--- src/rtl/adc_seq_pkg.sv ---
package adc_seq_pkg;

    typedef enum logic [1:0] {
        ST_IDLE   = 2'd0,
        ST_LAUNCH = 2'd1,
        ST_WAIT   = 2'd2
    } seq_state_e;

    typedef enum logic [1:0] {
        MODE_SINGLE = 2'b00,
        MODE_LOOP   = 2'b01,
        MODE_ONCE   = 2'b10,
        MODE_ONCE_B = 2'b11
    } seq_mode_e;

    localparam int CTL_RUN      = 0;
    localparam int CTL_IE       = 1;
    localparam int CTL_FLAG     = 2;
    localparam int CTL_MODE_LSB = 3;
    localparam int CTL_SEL_LSB  = 5;

endpackage

--- src/rtl/adc_seq_regs.sv ---
module adc_seq_regs
    import adc_seq_pkg::*;
#(
    parameter int CH_W  = 3,
    parameter int BUS_W = 16
) (
    input  logic             clk,
    input  logic             rst_n,
    input  logic             ctl_we,
    input  logic [BUS_W-1:0] wdata,
    input  logic             trig_req,
    input  logic             seq_end,
    input  logic             self_clear,
    output logic             run,
    output logic             ie,
    output logic             flag,
    output seq_mode_e        mode,
    output logic [CH_W-1:0]  sel
);

    always_ff @(posedge clk or negedge rst_n) begin
        if (!rst_n) begin
            run  <= 1'b0;
            ie   <= 1'b0;
            flag <= 1'b0;
            mode <= MODE_SINGLE;
            sel  <= '0;
        end else begin
            if (self_clear) begin
                run <= 1'b0;
            end
            if (ctl_we) begin
                run  <= wdata[CTL_RUN];
                ie   <= wdata[CTL_IE];
                flag <= flag & wdata[CTL_FLAG];
                mode <= seq_mode_e'(wdata[CTL_MODE_LSB +: 2]);
                sel  <= wdata[CTL_SEL_LSB +: CH_W];
            end else if (trig_req && !run) begin
                run <= 1'b1;
            end
            if (seq_end) begin
                flag <= 1'b1;
            end
        end
    end

endmodule

--- src/rtl/adc_seq_fsm.sv ---
module adc_seq_fsm
    import adc_seq_pkg::*;
#(
    parameter int CH_W = 3
) (
    input  logic            clk,
    input  logic            rst_n,
    input  logic            run,
    input  seq_mode_e       mode,
    input  logic [CH_W-1:0] sel,
    input  logic            conv_done,
    output logic            conv_start,
    output logic            conv_abort,
    output logic [CH_W-1:0] conv_ch,
    output logic            res_we,
    output logic            seq_end,
    output logic            self_clear,
    output logic            busy
);

    seq_state_e      state_q, state_d;
    logic [CH_W-1:0] ch_q, ch_d;
    logic [CH_W-1:0] first_ch;
    logic            last_hit;

    assign first_ch = (mode == MODE_SINGLE) ? sel : '0;
    assign last_hit = (ch_q == sel);

    // state register
    always_ff @(posedge clk or negedge rst_n) begin
        if (!rst_n) begin
            state_q <= ST_IDLE;
            ch_q    <= '0;
        end else begin
            state_q <= state_d;
            ch_q    <= ch_d;
        end
    end

    // next state
    always_comb begin
        state_d = state_q;
        ch_d    = ch_q;
        unique case (state_q)
            ST_IDLE: begin
                if (run) begin
                    state_d = ST_LAUNCH;
                    ch_d    = first_ch;
                end
            end
            ST_LAUNCH: begin
                state_d = run ? ST_WAIT : ST_IDLE;
            end
            ST_WAIT: begin
                if (!run) begin
                    state_d = ST_IDLE;
                end else if (conv_done) begin
                    if (!last_hit) begin
                        state_d = ST_LAUNCH;
                        ch_d    = ch_q + 1'b1;
                    end else if (mode == MODE_LOOP) begin
                        state_d = ST_LAUNCH;
                        ch_d    = '0;
                    end else begin
                        state_d = ST_IDLE;
                    end
                end
            end
            default: state_d = ST_IDLE;
        endcase
    end

    // outputs
    always_comb begin
        conv_start = 1'b0;
        conv_abort = 1'b0;
        res_we     = 1'b0;
        seq_end    = 1'b0;
        self_clear = 1'b0;
        unique case (state_q)
            ST_IDLE: ;
            ST_LAUNCH: conv_start = run;
            ST_WAIT: begin
                if (!run) begin
                    conv_abort = 1'b1;
                end else if (conv_done) begin
                    res_we     = 1'b1;
                    seq_end    = last_hit;
                    self_clear = last_hit && (mode != MODE_LOOP);
                end
            end
            default: ;
        endcase
    end

    assign conv_ch = ch_q;
    assign busy    = (state_q != ST_IDLE);

endmodule

--- src/rtl/adc_seq_results.sv ---
module adc_seq_results #(
    parameter int NUM_CH = 8,
    parameter int RES_W  = 10,
    localparam int CH_W  = $clog2(NUM_CH)
) (
    input  logic             clk,
    input  logic             rst_n,
    input  logic             we,
    input  logic [CH_W-1:0]  wr_ch,
    input  logic [RES_W-1:0] wr_code,
    input  logic [CH_W-1:0]  rd_ch,
    output logic [RES_W-1:0] rd_code
);

    logic [RES_W-1:0] bank [NUM_CH];

    for (genvar g = 0; g < NUM_CH; g++) begin : g_slot
        always_ff @(posedge clk or negedge rst_n) begin
            if (!rst_n) begin
                bank[g] <= '0;
            end else if (we && (wr_ch == CH_W'(g))) begin
                bank[g] <= wr_code;
            end
        end
    end

    assign rd_code = bank[rd_ch];

endmodule

--- src/rtl/adc_seq_ctrl.sv ---
module adc_seq_ctrl
    import adc_seq_pkg::*;
#(
    parameter int NUM_CH  = 8,
    parameter int RES_W   = 10,
    parameter int BUS_W   = 16,
    localparam int CH_W   = $clog2(NUM_CH),
    localparam int ADDR_W = $clog2(NUM_CH + 1)
) (
    input  logic              clk,
    input  logic              rst_n,
    input  logic              bus_we,
    input  logic [ADDR_W-1:0] bus_addr,
    input  logic [BUS_W-1:0]  bus_wdata,
    output logic [BUS_W-1:0]  bus_rdata,
    input  logic              trig_timer,
    input  logic              trig_ext,
    output logic              conv_start,
    output logic              conv_abort,
    output logic [CH_W-1:0]   conv_ch,
    input  logic              conv_done,
    input  logic [RES_W-1:0]  conv_code,
    output logic              irq
);

    logic            ctl_we;
    logic            run_q, ie_q, flag_q;
    seq_mode_e       mode_q;
    logic [CH_W-1:0] sel_q;
    logic            res_we, seq_end, self_clear, busy;
    logic [ADDR_W-1:0] addr_m1;
    logic [CH_W-1:0]   rd_idx;
    logic [RES_W-1:0]  rd_code;
    logic              rd_is_res;
    logic [BUS_W-1:0]  ctl_word;

    assign ctl_we = bus_we && (bus_addr == '0);

    adc_seq_regs #(.CH_W(CH_W), .BUS_W(BUS_W)) u_regs (
        .clk        (clk),
        .rst_n      (rst_n),
        .ctl_we     (ctl_we),
        .wdata      (bus_wdata),
        .trig_req   (trig_timer | trig_ext),
        .seq_end    (seq_end),
        .self_clear (self_clear),
        .run        (run_q),
        .ie         (ie_q),
        .flag       (flag_q),
        .mode       (mode_q),
        .sel        (sel_q)
    );

    adc_seq_fsm #(.CH_W(CH_W)) u_fsm (
        .clk        (clk),
        .rst_n      (rst_n),
        .run        (run_q),
        .mode       (mode_q),
        .sel        (sel_q),
        .conv_done  (conv_done),
        .conv_start (conv_start),
        .conv_abort (conv_abort),
        .conv_ch    (conv_ch),
        .res_we     (res_we),
        .seq_end    (seq_end),
        .self_clear (self_clear),
        .busy       (busy)
    );

    assign addr_m1   = bus_addr - ADDR_W'(1);
    assign rd_idx    = addr_m1[CH_W-1:0];
    assign rd_is_res = (bus_addr != '0) && (bus_addr <= ADDR_W'(NUM_CH));

    adc_seq_results #(.NUM_CH(NUM_CH), .RES_W(RES_W)) u_res (
        .clk     (clk),
        .rst_n   (rst_n),
        .we      (res_we),
        .wr_ch   (conv_ch),
        .wr_code (conv_code),
        .rd_ch   (rd_idx),
        .rd_code (rd_code)
    );

    always_comb begin
        ctl_word                           = '0;
        ctl_word[CTL_RUN]                  = run_q;
        ctl_word[CTL_IE]                   = ie_q;
        ctl_word[CTL_FLAG]                 = flag_q;
        ctl_word[CTL_MODE_LSB +: 2]        = mode_q;
        ctl_word[CTL_SEL_LSB +: CH_W]      = sel_q;
    end

    always_comb begin
        if (bus_addr == '0) begin
            bus_rdata = ctl_word;
        end else if (rd_is_res) begin
            bus_rdata = BUS_W'(rd_code);
        end else begin
            bus_rdata = '0;
        end
    end

    assign irq = flag_q & ie_q;

endmodule

--- config.mk ---
export PLATFORM = sky130hd
export DESIGN_NAME = adc_seq_ctrl
export DESIGN_NICKNAME = d
export VERILOG_FILES = /design/src/rtl/adc_seq_pkg.sv /design/src/rtl/adc_seq_regs.sv /design/src/rtl/adc_seq_fsm.sv /design/src/rtl/adc_seq_results.sv /design/src/rtl/adc_seq_ctrl.sv
export SDC_FILE = /design/constraint.sdc
export NUM_CORES = 1
export LEC_CHECK = 0
export ABC_AREA = 1
export BUFFER_PORTS_ARGS = -buffer_cell sky130_fd_sc_hd__buf_2
export CAP_MARGIN = 40
export CORE_AREA = 8 8 106 108
export CTS_BUF_LIST = sky130_fd_sc_hd__clkbuf_2
export CTS_CLUSTER_DIAMETER = 80
export DETAILED_ROUTE_END_ITERATION = 7
export DIE_AREA = 0 0 114 116
export PLACE_DENSITY = 0.69
export SETUP_SLACK_MARGIN = 0.5
export SYNTH_ARGS = -nofsm -noshare
export SYNTH_HDL_FRONTEND = slang
export SYNTH_SLANG_ARGS = --single-unit
export TNS_END_PERCENT = 10
--- constraint.sdc ---
create_clock -name clk -period 2.4 [get_ports clk]
set_input_delay 0 -clock clk [delete_from_list [all_inputs] [get_ports clk]]
set_output_delay 0 -clock clk [all_outputs]
set_load 0.01 [all_outputs]
; ---- After elaboration in Yosys (flattened, before gate mapping)
; Cells that the tools add are included.
[totals]
register_bits = 93
in_bits = 36
output_inout_bits = 22
word_cells = 99
[op_classes]
n_addsub = 2
n_lt_le_gt_ge = 2
n_eq_ne = 17
n_mux = 36
bitwise_logic = 4
n_reduce_logical = 23
[ops]
columns = op, n
row1 = two-way mux 10 bit, 4
row2 = binary-select mux 10 bit (select 3 bit), 1
row3 = two-way mux 1 bit, 18
row4 = two-way mux 3 bit, 6
row5 = equality test 3 bit (second input constant), 4
row6 = logical AND 1 bit, 12
row7 = two-way mux 2 bit, 5
row8 = equality test 3 x 2 -> 1 bit (second input constant), 2
row9 = inequality test 2 bit (second input constant), 3
row10 = inequality test 3 bit (second input constant), 2
row11 = case mux 2 bit (3 select lines), 1
row12 = case mux 3 bit (2 select lines), 1
row13 = AND reduction 5 bit, 1
row14 = equality test 2 x 1 -> 1 bit (second input constant), 2
row15 = greater-or-equal comparator 4 bit (second input constant), 1
row16 = <= comparator 4 bit (second input constant), 1
row17 = zero test 2 bit, 2
row18 = zero test 4 bit, 1
row19 = NOT 3 -> 4 bit, 1
row20 = nonzero test 2 bit, 2
row21 = nonzero test 4 bit, 1
row22 = adder 3 x 1 -> 3 bit (second input constant), 1
row23 = equality test 3 x 1 -> 1 bit (second input constant), 1
row24 = equality test 3 bit, 1
row25 = 9 further kinds, 10

; ---- Longest topological paths before layout
; Gate-level depths: netlist (run 1).
[logic_depth]
ltp_word = 8
ltp_mapped = 11
ltp_nobuf = 9

; ---- Cells and area by module
; Synthesis (run 1) repeated with hierarchy kept, for this count alone.
[unflattened]
cells_unflattened = 700
area_unflattened_um2 = 5113.7
[by_module_without_submodules]
columns = module, instances, cells_each, area_per_inst_um2, seq_area_each_um2
row1 = adc_seq_results, 1, 550, 4083.9, 2001.9
row2 = adc_seq_fsm, 1, 59, 422.9, 125.1
row3 = adc_seq_regs, 1, 38, 331.6, 200.2
row4 = adc_seq_ctrl, 1, 53, 275.3, 0.0

; ---- Worst setup path before layout (run 1)
; No wires, ideal clock.
[synth_timing]
kind = input -> output
from = input bus_addr[0]
to = output bus_rdata[8]
arrival_ns = 1.380
t_required_ns = 2.400
path_slack_ns = 1.020
cell_stages = 10
path_buffers = 3
path_cell_list = inv_1 -> buf_2 -> ha_1 -> buf_4 -> inv_2 -> buf_2 -> nor2_1 -> o21ai_0 -> nand3_1 -> nor3b_1
[synth_between]
elab_chain_len = 7
elab_cells_between_ends = 11
classes_between = add/sub (1) / order compare (1) / mux (5) / bitwise (1) / reduce/logical (3)
[synth_rtl]
columns = item, line_no
row1 = "start, declared", adc_seq_ctrl.sv:13  ; input logic [ADDR_W-1:0] bus_addr,
row2 = subtractor 3 x 1 -> 3 bit, adc_seq_ctrl.sv:70  ; assign addr_m1 = bus_addr - ADDR_W'(1);
row3 = NOT 3 -> 4 bit (implied by the code), adc_seq_results.sv:27  ; assign rd_code = bank[rd_ch];
row4 = binary-select mux 10 bit (select 3 bit), adc_seq_results.sv:27
row5 = two-way mux 10 bit (implied by the code) (2 in series), adc_seq_results.sv:27
row6 = two-way mux 10 bit, adc_seq_ctrl.sv:96  ; end else if (rd_is_res) begin
row7 = two-way mux 10 bit (*), adc_seq_ctrl.sv:94  ; if (bus_addr == '0) begin
row8 = "end, declared", adc_seq_ctrl.sv:15  ; output logic [BUS_W-1:0] bus_rdata,
; Every way passes the cells marked *; elsewhere a longest branch is shown, timed or not. The select of a mux whose other input is x is not followed.

; ---- Worst setup path after layout (run 1)
[layout_timing]
from = register u_fsm.ch_q[0] (netlist: u_fsm.conv_ch[0])
to = register u_res.bank[33] (netlist name)
[layout_between]
elab_chain_len = 2
[layout_rtl]
columns = item, line_no
row1 = "start, declared", adc_seq_fsm.sv:22  ; logic [CH_W-1:0] ch_q, ch_d;
row2 = "start signal, assigned", adc_seq_fsm.sv:36  ; ch_q <= ch_d;
row3 = equality test 3 bit, adc_seq_results.sv:21  ; end else if (we && (wr_ch == CH_W'(g))) begin
row4 = logical AND 1 bit, adc_seq_results.sv:21
row5 = "end signal, assigned by index", adc_seq_results.sv:22  ; bank[g] <= wr_code;
row6 = "end, declared", adc_seq_results.sv:15  ; logic [RES_W-1:0] bank [NUM_CH];
; No other way between the ends.
; A chain may end at the register's enable or synchronous reset.

==> impl_metrics.py, run 1 <==
metrics = {
    "power": {
        "switching_share_pct": 35.48,
        "intPower_uw": 3162,
        "leakage_uw": 0.002589,
        "p_comb_share_pct": 30.1,
        "seqPwrFrac_pct": 50.0,
        "vdd_ir_drop_max_v": 0.0005257,
        "pwr-share-clk_pct": 19.9,
        "net-switching-power_uw": 1739,
        "pwr_density_cell_nw_per_um2": 915.4,
    },
    "floorplanning": {
        "die_x_um": 114,
        "die_h_um": 116,
        "rows": 36,
        "dieArea_um2": 13220,
        "start_util_pct": 48.61,
        "core_area_um2": 9549,
        "io_pins": 58,
    },
    "timing": {
        "fmax_mhz": 566.0,
        "tns_ns": 0,
        "slew_violations": 0,
        "clock_skew_ns": 0.01980,
        "setup_viol": 0,
        "rsz0062_at_grt": "false",
        "min_period_ns": 1.767,
        "slew-limit-headroom_pct": 56.29,
        "hold_viol_final": 0,
        "post-route-period-util_pct": 73.61,
        "tightestPinTransition_ns": 0.6524,
    },
    "layout": {
        "final_common_cell": "nand2_1",
        "fin_nets": 682,
        "finalNonFillerCells": 776,
        "layout_common_cells": "nand2_1, dfrtp_1, o21ai_1",
        "area_growth_pct": 15.34,
        "drive_gt1_share_pct": 13.24,
    },
    "cts": {
        "path_clk_slew_ns": 0.25,
        "clock_latency_ns": 0.55,
        "clock-root-buffer": "clkbuf_2",
        "h-tree-depth": 3,
        "clock_path_buffers": 2,
        "cts_tree": "built",
        "cts_made_buffers": 9,
        "ctsResizeCount": 0,
        "clkSinkCount": 93,
    },
    "routing": {
        "drtAntennaViolNets": 0,
        "wire_per_inst_um": 15.52,
        "via_count": 4055,
        "drt_first_pass_iters": 5,
        "drcViolationCount": 0,
        "viasPerCell": 5.226,
        "routed_wirelength_um": 12040,
        "drt_iter0_markers": 276,
    },
    "global_routing": {
        "antenna_found_initial": 1,
        "grt_pass1_wl_um": 19550,
        "track_usage_pct": 18.94,
        "grt-ovfl-total": 0,
        "first_global_vias": 3824,
        "grt_max_degree": 50,
    },
    "yosys": {
        "yosys-top-cells-area": "dfrtp_1, nand2_1, o21ai_1, nand3_1, o21ai_0",
        "synthArstFlopShare_pct": 100.0,
        "syn_inst": 578,
        "syn_avg_cell_area_um2": 8.031,
        "synth-seq-cells": 93,
        "ys_seq_area_share_pct": 50.13,
        "yosys.area.top_type_share_pct": 50.13,
        "yosysTopAreaCell": "dfrtp_1",
        "synth_cell_types": 29,
        "synthesis.area_um2": 4642,
        "synth_edf_count": 0,
        "yosysWarnings": 0,
        "yosys_most_used_dff": "dfrtp_1",
    },
    "critical_path": {
        "required_ns": 2.84,
        "reg2reg_from": "u_fsm.conv_ch[0]",
        "cp_data_arrival_time_ns": 2.21,
        "crit_chain": "inv_1, ha_1, nand3_2, nand2_1, o21ai_1",
        "reg2reg_to": "u_res.bank[33]",
        "worstPathMaxFanout": 20,
        "crit_path_start_kind": "flip-flop",
        "critPathMaxStageDelay_ns": 0.53,
        "reg2regPathDepth": 5,
        "end_kind": "flip-flop",
        "reg2reg_slack_ns": 0.63,
        "critical_path_class": "reg2reg",
        "cpMaxStageDelayCell": "dfrtp_1",
    },
    "placement": {
        "io_buffers": 43,
        "hpwl_um": 7517,
        "gp_congestion": 0.8503,
        "placed_cells": 728,
    },
    "run_status": {
        "outcome": "complete, no violations",
    },
    "worst_hold_path": {
        "worstHoldStart": "bus_addr[3]",
        "hp-class": "in2reg",
        "holdPathStages": 5,
        "min_to": "u_regs.sel[0]",
    },
    "flow_run": {
        "cap_violations": 0,
    },
}
## stage by stage
stage	worst slack, ns	util (%)	total power [uW]	hold slack [ns]	cell area, um^2
global placement	0.7637	51.04	3830	0.04185	4873
finish	0.6334	56.07	4901	0.1021	5354
CTS	0.6135	56.04	4935	0.05807	5351
detailed placement	0.7136	51.04	3919	0.04798	4873
floorplan	1.020	-	3501	-0.2956	4661
global route	0.5045	56.07	5265	0.1443	5354
## cells by family (layout without fill, tap and decap cells)
group,Yosys count,in the layout,synth area share [%]
AND/OR/NAND/NOR,284,284,26.06
AO/OA/AOI/OAI,119,119,13.32
flip-flops,93,93,50.13
buffers and inverters,71,130,7.709
adder cells (fa/ha/maj),8,8,2.156
XOR/XNOR,2,2,0.5392
other,1,7,0.08078
## registers in the layout, summed over array words and instances, names as in the netlist
name / flops
u_fsm.conv_ch: 3
u_fsm.state_q: 2
u_regs.flag: 1
u_regs.ie: 1
u_regs.mode: 2
u_regs.run: 1
u_regs.sel: 3
u_res.bank: 80
## power groups by stage
stage,clock network (uW),logic (uW),registers [uW]
2_1_floorplan,0,1100,2410
3_3_place_gp,0,1380,2450
3_5_place_dp,0,1440,2480
4_1_cts,1000,1490,2440
5_1_grt,1050,1700,2520
6_report,975,1480,2450
## worst max-delay path: cells and delay by family (launching register included)
kind                       cells  cell delay [ns]
and+or+nand+nor                2             0.62
adders and majority gates      1             0.24
buffers and inverters          1             0.17
AOI/OAI and AO/OA              1             0.09
DFF                            1             0.53
## how the worst max path moves through the flow
stage	endpoint	from	slack, ns
6_report	u_res.bank[33]	u_fsm.conv_ch[0]	0.63
4_1_cts	u_res.bank[33]	u_fsm.conv_ch[0]	0.61
5_1_grt	u_res.bank[50]	u_fsm.conv_ch[0]	0.50
2_1_floorplan	bus_rdata[8]	bus_addr[0]	1.02
3_3_place_gp	u_res.bank[58]	u_fsm.conv_ch[0]	0.76
3_5_place_dp	bus_rdata[4]	bus_addr[0]	0.71
## area by class of cell
type                       count  area, um^2
fill                         907        4195
sequential                    93        2327
multi-input combinational    419        1976
timing repair buffer          80       588.1
tap                          133       166.4
inverter                      35       136.4
clock inverter                 6       112.6
clock buffer                   9       45.04
antenna                        1       2.502
## metal layers
layer / global-route usage [%] / up-vias / wire, um
met3: 3.908 / 11 / 696
li1: - / 1987 / -
met1: 23.70 / 1932 / 5163
met5: 0 / - / 0
met4: 4.259 / 0 / 115
met2: 32.93 / 125 / 6067
## repair_timing
action / in CTS / in global routing
hold buffers: 32 / 0
buffers inserted: 0 / 0
hold endpoints to repair: 186 / 0
## synthesized netlist by cell type, types with 2 or more instances
cell      instances
o21ai_0          26
nand3_1          42
nand2_2           2
nand2_1         201
o211ai_1          3
or2_2             2
o21ai_1          72
inv_1            30
buf_4             9
buf_2            24
nand3_2           8
o31ai_1           2
dfrtp_1          93
nor2_1           23
buf_6             3
nor3b_1           2
o22ai_1           5
a21oi_1          10
inv_2             4
ha_1              8
Note: power is estimated with default switching activity, not from simulation.
==> inputs of run 2 (changes only) <==
--- a/config.mk
+++ b/config.mk
@@ -5,7 +5,7 @@
 export SDC_FILE = /design/constraint.sdc
 export NUM_CORES = 1
 export LEC_CHECK = 0
-export ABC_AREA = 1
+export ABC_AREA = 0
 export BUFFER_PORTS_ARGS = -buffer_cell sky130_fd_sc_hd__buf_2
 export CAP_MARGIN = 40
 export CORE_AREA = 8 8 106 108
==> constraint.sdc (replaced) <==
create_clock -name clk -period 1.8 [get_ports clk]
set_input_delay 0 -clock clk [delete_from_list [all_inputs] [get_ports clk]]
set_output_delay 0 -clock clk [all_outputs]
set_load 0.01 [all_outputs]
==> run 2 against run 1 <==
Net effect:
- clock power grew 22%
- final cell count down 29%
- design area grew 13%
- the run now ends with setup timing left
- utilization rose by 7.4 points
==> impl_metrics.py, run 2 <==
metrics = {
    "run_status": {
        "outcome": "finished with violations",
        "violations": "setup timing",
    },
    "yosys": {
        "synthesis.area_um2": 4624,
        "yosys.area.top_type_share_pct": 50.32,
        "synthArstFlopShare_pct": 100.0,
        "synth_common_cells": "dfrtp_1, mux2_2, nand2_1, mux4_2",
        "yosysWarnings": 0,
        "yosys-top-cells-area": "dfrtp_1, mux2_2, mux4_2, ha_1, mux4_1",
        "ys_seq_area_share_pct": 50.32,
        "yosysTopAreaCell": "dfrtp_1",
        "syn_inst": 323,
        "synth_cell_types": 42,
        "synth_most_common_cell": "dfrtp_1",
        "synth-seq-cells": 93,
        "synth_edf_count": 0,
        "yosys_most_used_dff": "dfrtp_1",
        "syn_avg_cell_area_um2": 14.32,
    },
    "cts": {
        "clkSinkCount": 93,
        "clock_path_buffers": 2,
        "path_clk_slew_ns": 0.26,
        "cts_made_buffers": 9,
        "clock_latency_ns": 0.55,
        "h-tree-depth": 3,
        "clock-root-buffer": "clkbuf_2",
        "cts_tree": "built",
    },
    "placement": {
        "hpwl_um": 7146,
        "placed_cells": 503,
        "gp_congestion": 0.7699,
        "io_buffers": 43,
        "place_area_um2": 5181,
        "dp_slack_ns": 0.1036,
    },
    "power": {
        "pwr_density_cell_nw_per_um2": 1144,
        "leakage_uw": 0.002943,
        "vdd_ir_drop_max_v": 0.0006738,
    },
    "layout": {
        "fin_nets": 455,
        "layout_common_cells": "dfrtp_1, mux2_4, buf_2",
        "drive_gt1_share_pct": 54.09,
        "largest_register_ffs": 80,
        "n_antenna_cell": 0,
        "final_common_cell": "dfrtp_1",
        "final_area_um2": 6058,
        "area_growth_pct": 31.01,
        "finalNonFillerCells": 549,
        "top_register": "u_res.bank",
    },
    "routing": {
        "viasPerCell": 5.539,
        "drt_first_pass_iters": 4,
        "via_count": 3041,
        "drt_iter0_markers": 118,
        "drcViolationCount": 0,
        "routed_wirelength_um": 11050,
        "wire_per_inst_um": 20.13,
        "drtAntennaViolNets": 0,
    },
    "timing": {
        "fmax_mhz": 471.0,
        "fin_ws_ns": -0.3232,
        "clock_skew_ns": 0.04894,
        "setup_viol": 29,
        "slew_violations": 0,
        "hold-worst-slack_ns": 0.1548,
        "tightestPinTransition_ns": 0.6637,
        "rsz0062_at_grt": "true",
        "min_period_ns": 2.123,
        "post-route-period-util_pct": 118.0,
        "hold_viol_final": 0,
        "slew-limit-headroom_pct": 55.75,
    },
    "global_routing": {
        "grt_max_degree": 42,
        "grt-ovfl-total": 0,
        "grt_pass1_wl_um": 17960,
        "first_global_vias": 3270,
        "track_usage_pct": 17.67,
        "antenna_found_initial": 0,
    },
    "floorplanning": {
        "start_util_pct": 48.43,
        "die_h_um": 116,
        "rows": 36,
        "io_pins": 58,
        "dieArea_um2": 13220,
        "die_x_um": 114,
        "core_area_um2": 9549,
    },
    "worst_hold_path": {
        "holdPathStages": 6,
        "hp-class": "in2reg",
    },
    "critical_path": {
        "crit_chain": "mux4_2, a22o_1, a221o_1, buf_2",
        "cp_data_arrival_time_ns": 2.12,
        "end_kind": "primary output",
        "reg2regPathDepth": 5,
        "critical_path_class": "reg2out",
        "critPathMaxStageDelay_ns": 0.49,
        "required_ns": 1.80,
        "worstPathMaxFanout": 2,
        "cpMaxStageDelayCell": "mux4_2",
        "crit_path_start_kind": "flip-flop",
    },
    "flow_run": {
        "cap_violations": 0,
    },
}
==> run 2: changes by cell type in the layout (fill, tap and decap cells not counted), sizes merged, moves of 6 or more <==
| cell | previous run | this run |
|---|---|---|
| buf | 48 | 66 |
| a21oi | 10 | 1 |
| mux2 | 0 | 86 |
| inv | 34 | 8 |
| mux4 | 0 | 20 |
| o21ai | 99 | 6 |
| a22oi | 0 | 8 |
| nand2 | 203 | 21 |
| nor2 | 24 | 6 |
| nand3 | 50 | 3 |
| dlygate4sd3 | 32 | 26 |
==> run 2: what timing repair did <==
action                                  CTS  global route
endpoints found under the setup margin  100           102
hold buffers                             26             0
endpoints found under the hold margin   186             0
pin swaps                                31             7
gates resized for setup                  99            15
buffers inserted                          0             4
==> run 2: cells by family (layout without fill, tap and decap cells) <==
group,Yosys count,count (layout),share of synthesized area [%]
mux,108,108,31.36
compound gates,24,24,3.924
fa+ha+maj,8,8,2.165
flops,93,93,50.32
simple gates,59,59,7.982
other cells,1,6,0.08109
buf+inv,26,114,3.409
xor+xnor,4,4,0.7575
==> run 2: report_power, final <==
part           leakage (uW)  switching [uW]  internal, uW  total [uW]
sequential          0.00123             452          2760        3220
combinational       0.00163             940          1580        2520
clock             0.0000835             726           469        1190
==> run 2: layout make-up <==
class | count | area [um^2]
clock buffers | 9 | 45.04
clock inverters | 7 | 96.34
fillers | 720 | 3491
inverters | 6 | 30.03
multi-input cells | 209 | 2628
flip-flops and latches | 93 | 2332
well taps | 133 | 166.4
repair buffers | 92 | 760.7
==> run 2: worst max-delay path, delay by kind of cell, from the launching register on <==
family / cells / cell delay, ns
compound gates: 2 / 0.49
mux: 1 / 0.49
flops: 1 / 0.45
buf+inv: 1 / 0.15
==> run 2: through the flow <==
| stage | total power, uW | utilization [%] | setup TNS, ns |
|---|---|---|---|
| after global routing | 7328 | 63.44 | -3.161 |
| after global placement | 5034 | 54.26 | 0 |
| after detailed placement | 5131 | 54.26 | 0 |
| after floorplan | 4566 | - | 0 |
| after CTS | 6820 | 62.33 | -1.392 |
| final | 6933 | 63.44 | -1.018 |
==> run 2: path summary, 6_finish.rpt <==
check	startpoint	to	slack, ns
worst max-delay path	u_res.bank[38]	bus_rdata[8]	-0.32
worst min-delay path	bus_addr[3]	u_regs.run	0.15
worst max register to register	u_fsm.state_q[0]	u_res.bank[19]	-0.05
worst min register to register	u_res.bank[9]	u_res.bank[9]	0.54
max in group asynchronous	rst_n	u_res.bank[19]	0.70
min in group asynchronous	rst_n	u_res.bank[52]	0.44
==> run 2: routing by layer <==
layer	track usage, %	routed length, um	vias to the layer above
met5	0	0	-
met4	4.082	78	0
met2	27.25	5207	96
li1	-	-	1358
met1	24.12	5232	1581
met3	5.055	534	6
==> inputs of run 3 (changes only) <==
--- a/config.mk
+++ b/config.mk
@@ -8,12 +8,11 @@
 export ABC_AREA = 0
 export BUFFER_PORTS_ARGS = -buffer_cell sky130_fd_sc_hd__buf_2
 export CAP_MARGIN = 40
-export CORE_AREA = 8 8 106 108
+export CORE_AREA = 8 8 134 136
 export CTS_BUF_LIST = sky130_fd_sc_hd__clkbuf_2
 export CTS_CLUSTER_DIAMETER = 80
 export DETAILED_ROUTE_END_ITERATION = 7
-export DIE_AREA = 0 0 114 116
-export PLACE_DENSITY = 0.69
+export DIE_AREA = 0 0 142 144
 export SETUP_SLACK_MARGIN = 0.5
 export SYNTH_ARGS = -nofsm -noshare
 export SYNTH_HDL_FRONTEND = slang
==> run 3 against run 2 <==
Net effect:
- the flow still finishes with violations (setup timing)
- critical path depth unchanged
- worst setup slack improved by 0.021 ns
- non-clock buffer count decreased by 5
- sequential share of layout area decreased by 0.097 points
- hold slack got worse by 0.018 ns
- wire length increased by 4.1%
- sequential power about the same
- utilization decreased by 26 points
- critical path type unchanged
- critical endpoint unchanged
- highest routed layer unchanged
==> impl_metrics.py, run 3 (synthesized netlist as in run 2, its figures left out) <==
metrics = {
    "global_routing": {
        "grt-ovfl-total": 0,
        "track_usage_pct": 11.75,
        "grt_pass1_wl_um": 18660,
        "first_global_vias": 3303,
        "grt_max_degree": 47,
        "antenna_found_initial": 0,
    },
    "critical_path": {
        "end_kind": "primary output",
        "critPathMaxStageDelay_ns": 0.49,
        "cpMaxStageDelayCell": "mux4_2",
        "crit_buf_inv": 1,
        "critical_path_depth": 4,
        "crit_path_start_kind": "flip-flop",
        "required_ns": 1.80,
        "crit_family": "multiplexers",
        "crit_chain": "mux4_2, a22o_1, a221o_1, buf_2",
        "reg2regPathDepth": 5,
        "critical_path_class": "reg2out",
        "worstPathMaxFanout": 2,
        "startpoint": "u_res.bank[38]",
        "reg2reg_from": "u_fsm.state_q[0]",
        "cp_data_arrival_time_ns": 2.10,
    },
    "layout": {
        "fillers": 1513,
        "fin_nets": 450,
        "final_common_cell": "dfrtp_1",
        "drive_gt1_share_pct": 55.96,
        "regArea_um2": 2336,
        "largest_register_ffs": 80,
        "area_growth_pct": 31.55,
        "top_register": "u_res.bank",
        "layout_common_cells": "dfrtp_1, mux2_4, buf_2",
        "final_area_um2": 6083,
        "multi_input_area_um2": 2587,
        "n_antenna_cell": 0,
    },
    "cts": {
        "h-tree-depth": 3,
        "clock-root-buffer": "clkbuf_2",
        "clock_path_buffers": 2,
        "path_clk_slew_ns": 0.26,
        "clkSinkCount": 93,
        "clock_latency_ns": 0.58,
        "cts_tree": "built",
        "cts_made_buffers": 9,
    },
    "timing": {
        "min_period_ns": 2.102,
        "hold_viol_final": 0,
        "tightestPinTransition_ns": 0.6284,
        "rsz0062_at_grt": "true",
        "fmax_mhz": 475.7,
        "slew-limit-headroom_pct": 58.11,
        "clock_skew_ns": 0.02427,
        "post-route-period-util_pct": 116.8,
        "tns_ns": -1.173,
        "setup_viol": 10,
        "hold-worst-slack_ns": 0.1370,
        "slew_violations": 0,
        "fin_ws_ns": -0.3021,
    },
    "floorplanning": {
        "rows": 47,
        "core_area_um2": 16050,
        "die_h_um": 144,
        "die_x_um": 142,
        "start_util_pct": 28.81,
        "io_pins": 58,
        "dieArea_um2": 20450,
    },
    "placement": {
        "gp_congestion": 0.7435,
        "place_area_um2": 5315,
        "io_buffers": 43,
        "hpwl_um": 7598,
        "dp_slack_ns": 0.09416,
    },
    "worst_hold_path": {
        "holdPathStages": 6,
        "hp-class": "in2reg",
        "worstHoldStart": "bus_addr[3]",
    },
    "run_status": {
        "violations": "setup timing",
        "outcome": "finished with violations",
    },
    "routing": {
        "drcViolationCount": 0,
        "routed_wirelength_um": 11510,
        "drtAntennaViolNets": 0,
        "drt_first_pass_iters": 4,
        "via_count": 3010,
        "drt_iter0_markers": 220,
        "viasPerCell": 4.770,
        "wire_per_inst_um": 18.24,
    },
    "power": {
        "power.total_uw": 6736,
        "leakage_uw": 0.002876,
        "vdd_ir_drop_max_v": 0.0003350,
        "pwr_density_cell_nw_per_um2": 1107,
    },
    "flow_run": {
        "cap_violations": 0,
    },
}
[run 3: final cells by class]
cell class	count	share of cell area, %
clock buffers	10	0.8227
multi-input cells	209	42.53
inverters	6	0.4936
clock inverters	6	0.9255
flip-flops and latches	93	38.40
repair buffers	87	12.30
well taps	220	4.525
[run 3: tightest hold or removal path, stage by stage]
cell and delay, ns:
buf_2 0.18, nor3b_4 0.08, buf_4 0.17, nand2_1 0.09, o21ai_0 0.09, o21ai_2 0.06
[run 3: repair_timing]
action	in CTS	in global routing
hold buffers	25	0
hold endpoints to repair	186	0
setup buffers	2	3
endpoints found under the setup margin	100	102
pin swaps	30	16
gates resized for setup	87	11
[run 3: power by group]
| part | switching (uW) | leakage, uW | internal (uW) |
|---|---|---|---|
| Sequential | 463 | 0.00122 | 2770 |
| Clock | 803 | 0.0000666 | 220 |
| Combinational | 935 | 0.00159 | 1550 |
[run 3: worst paths after layout]
path | end | slack, ns
max reg2reg | u_res.bank[30] | 0.01
max in group asynchronous | u_res.bank[29] | 0.75
min reg2reg | u_res.bank[36] | 0.54
min | u_regs.flag | 0.14
min in group asynchronous | u_res.bank[0] | 0.47
max | bus_rdata[8] | -0.30
[run 3: layer usage]
metal | global-route usage, % | vias up | wire length [um]
li1 | - | 1338 | -
met4 | 3.222 | 0 | 103
met3 | 1.717 | 14 | 268
met5 | 0 | - | 0
met2 | 19.91 | 46 | 5789
met1 | 15.34 | 1612 | 5349
[run 3: per-stage QoR]
step | utilization (%) | instances
floorplan | - | 328
global placement | 33.11 | 585
detailed placement | 33.11 | 585
CTS | 37.39 | 628
global route | 37.89 | 631
finish | 37.89 | 631
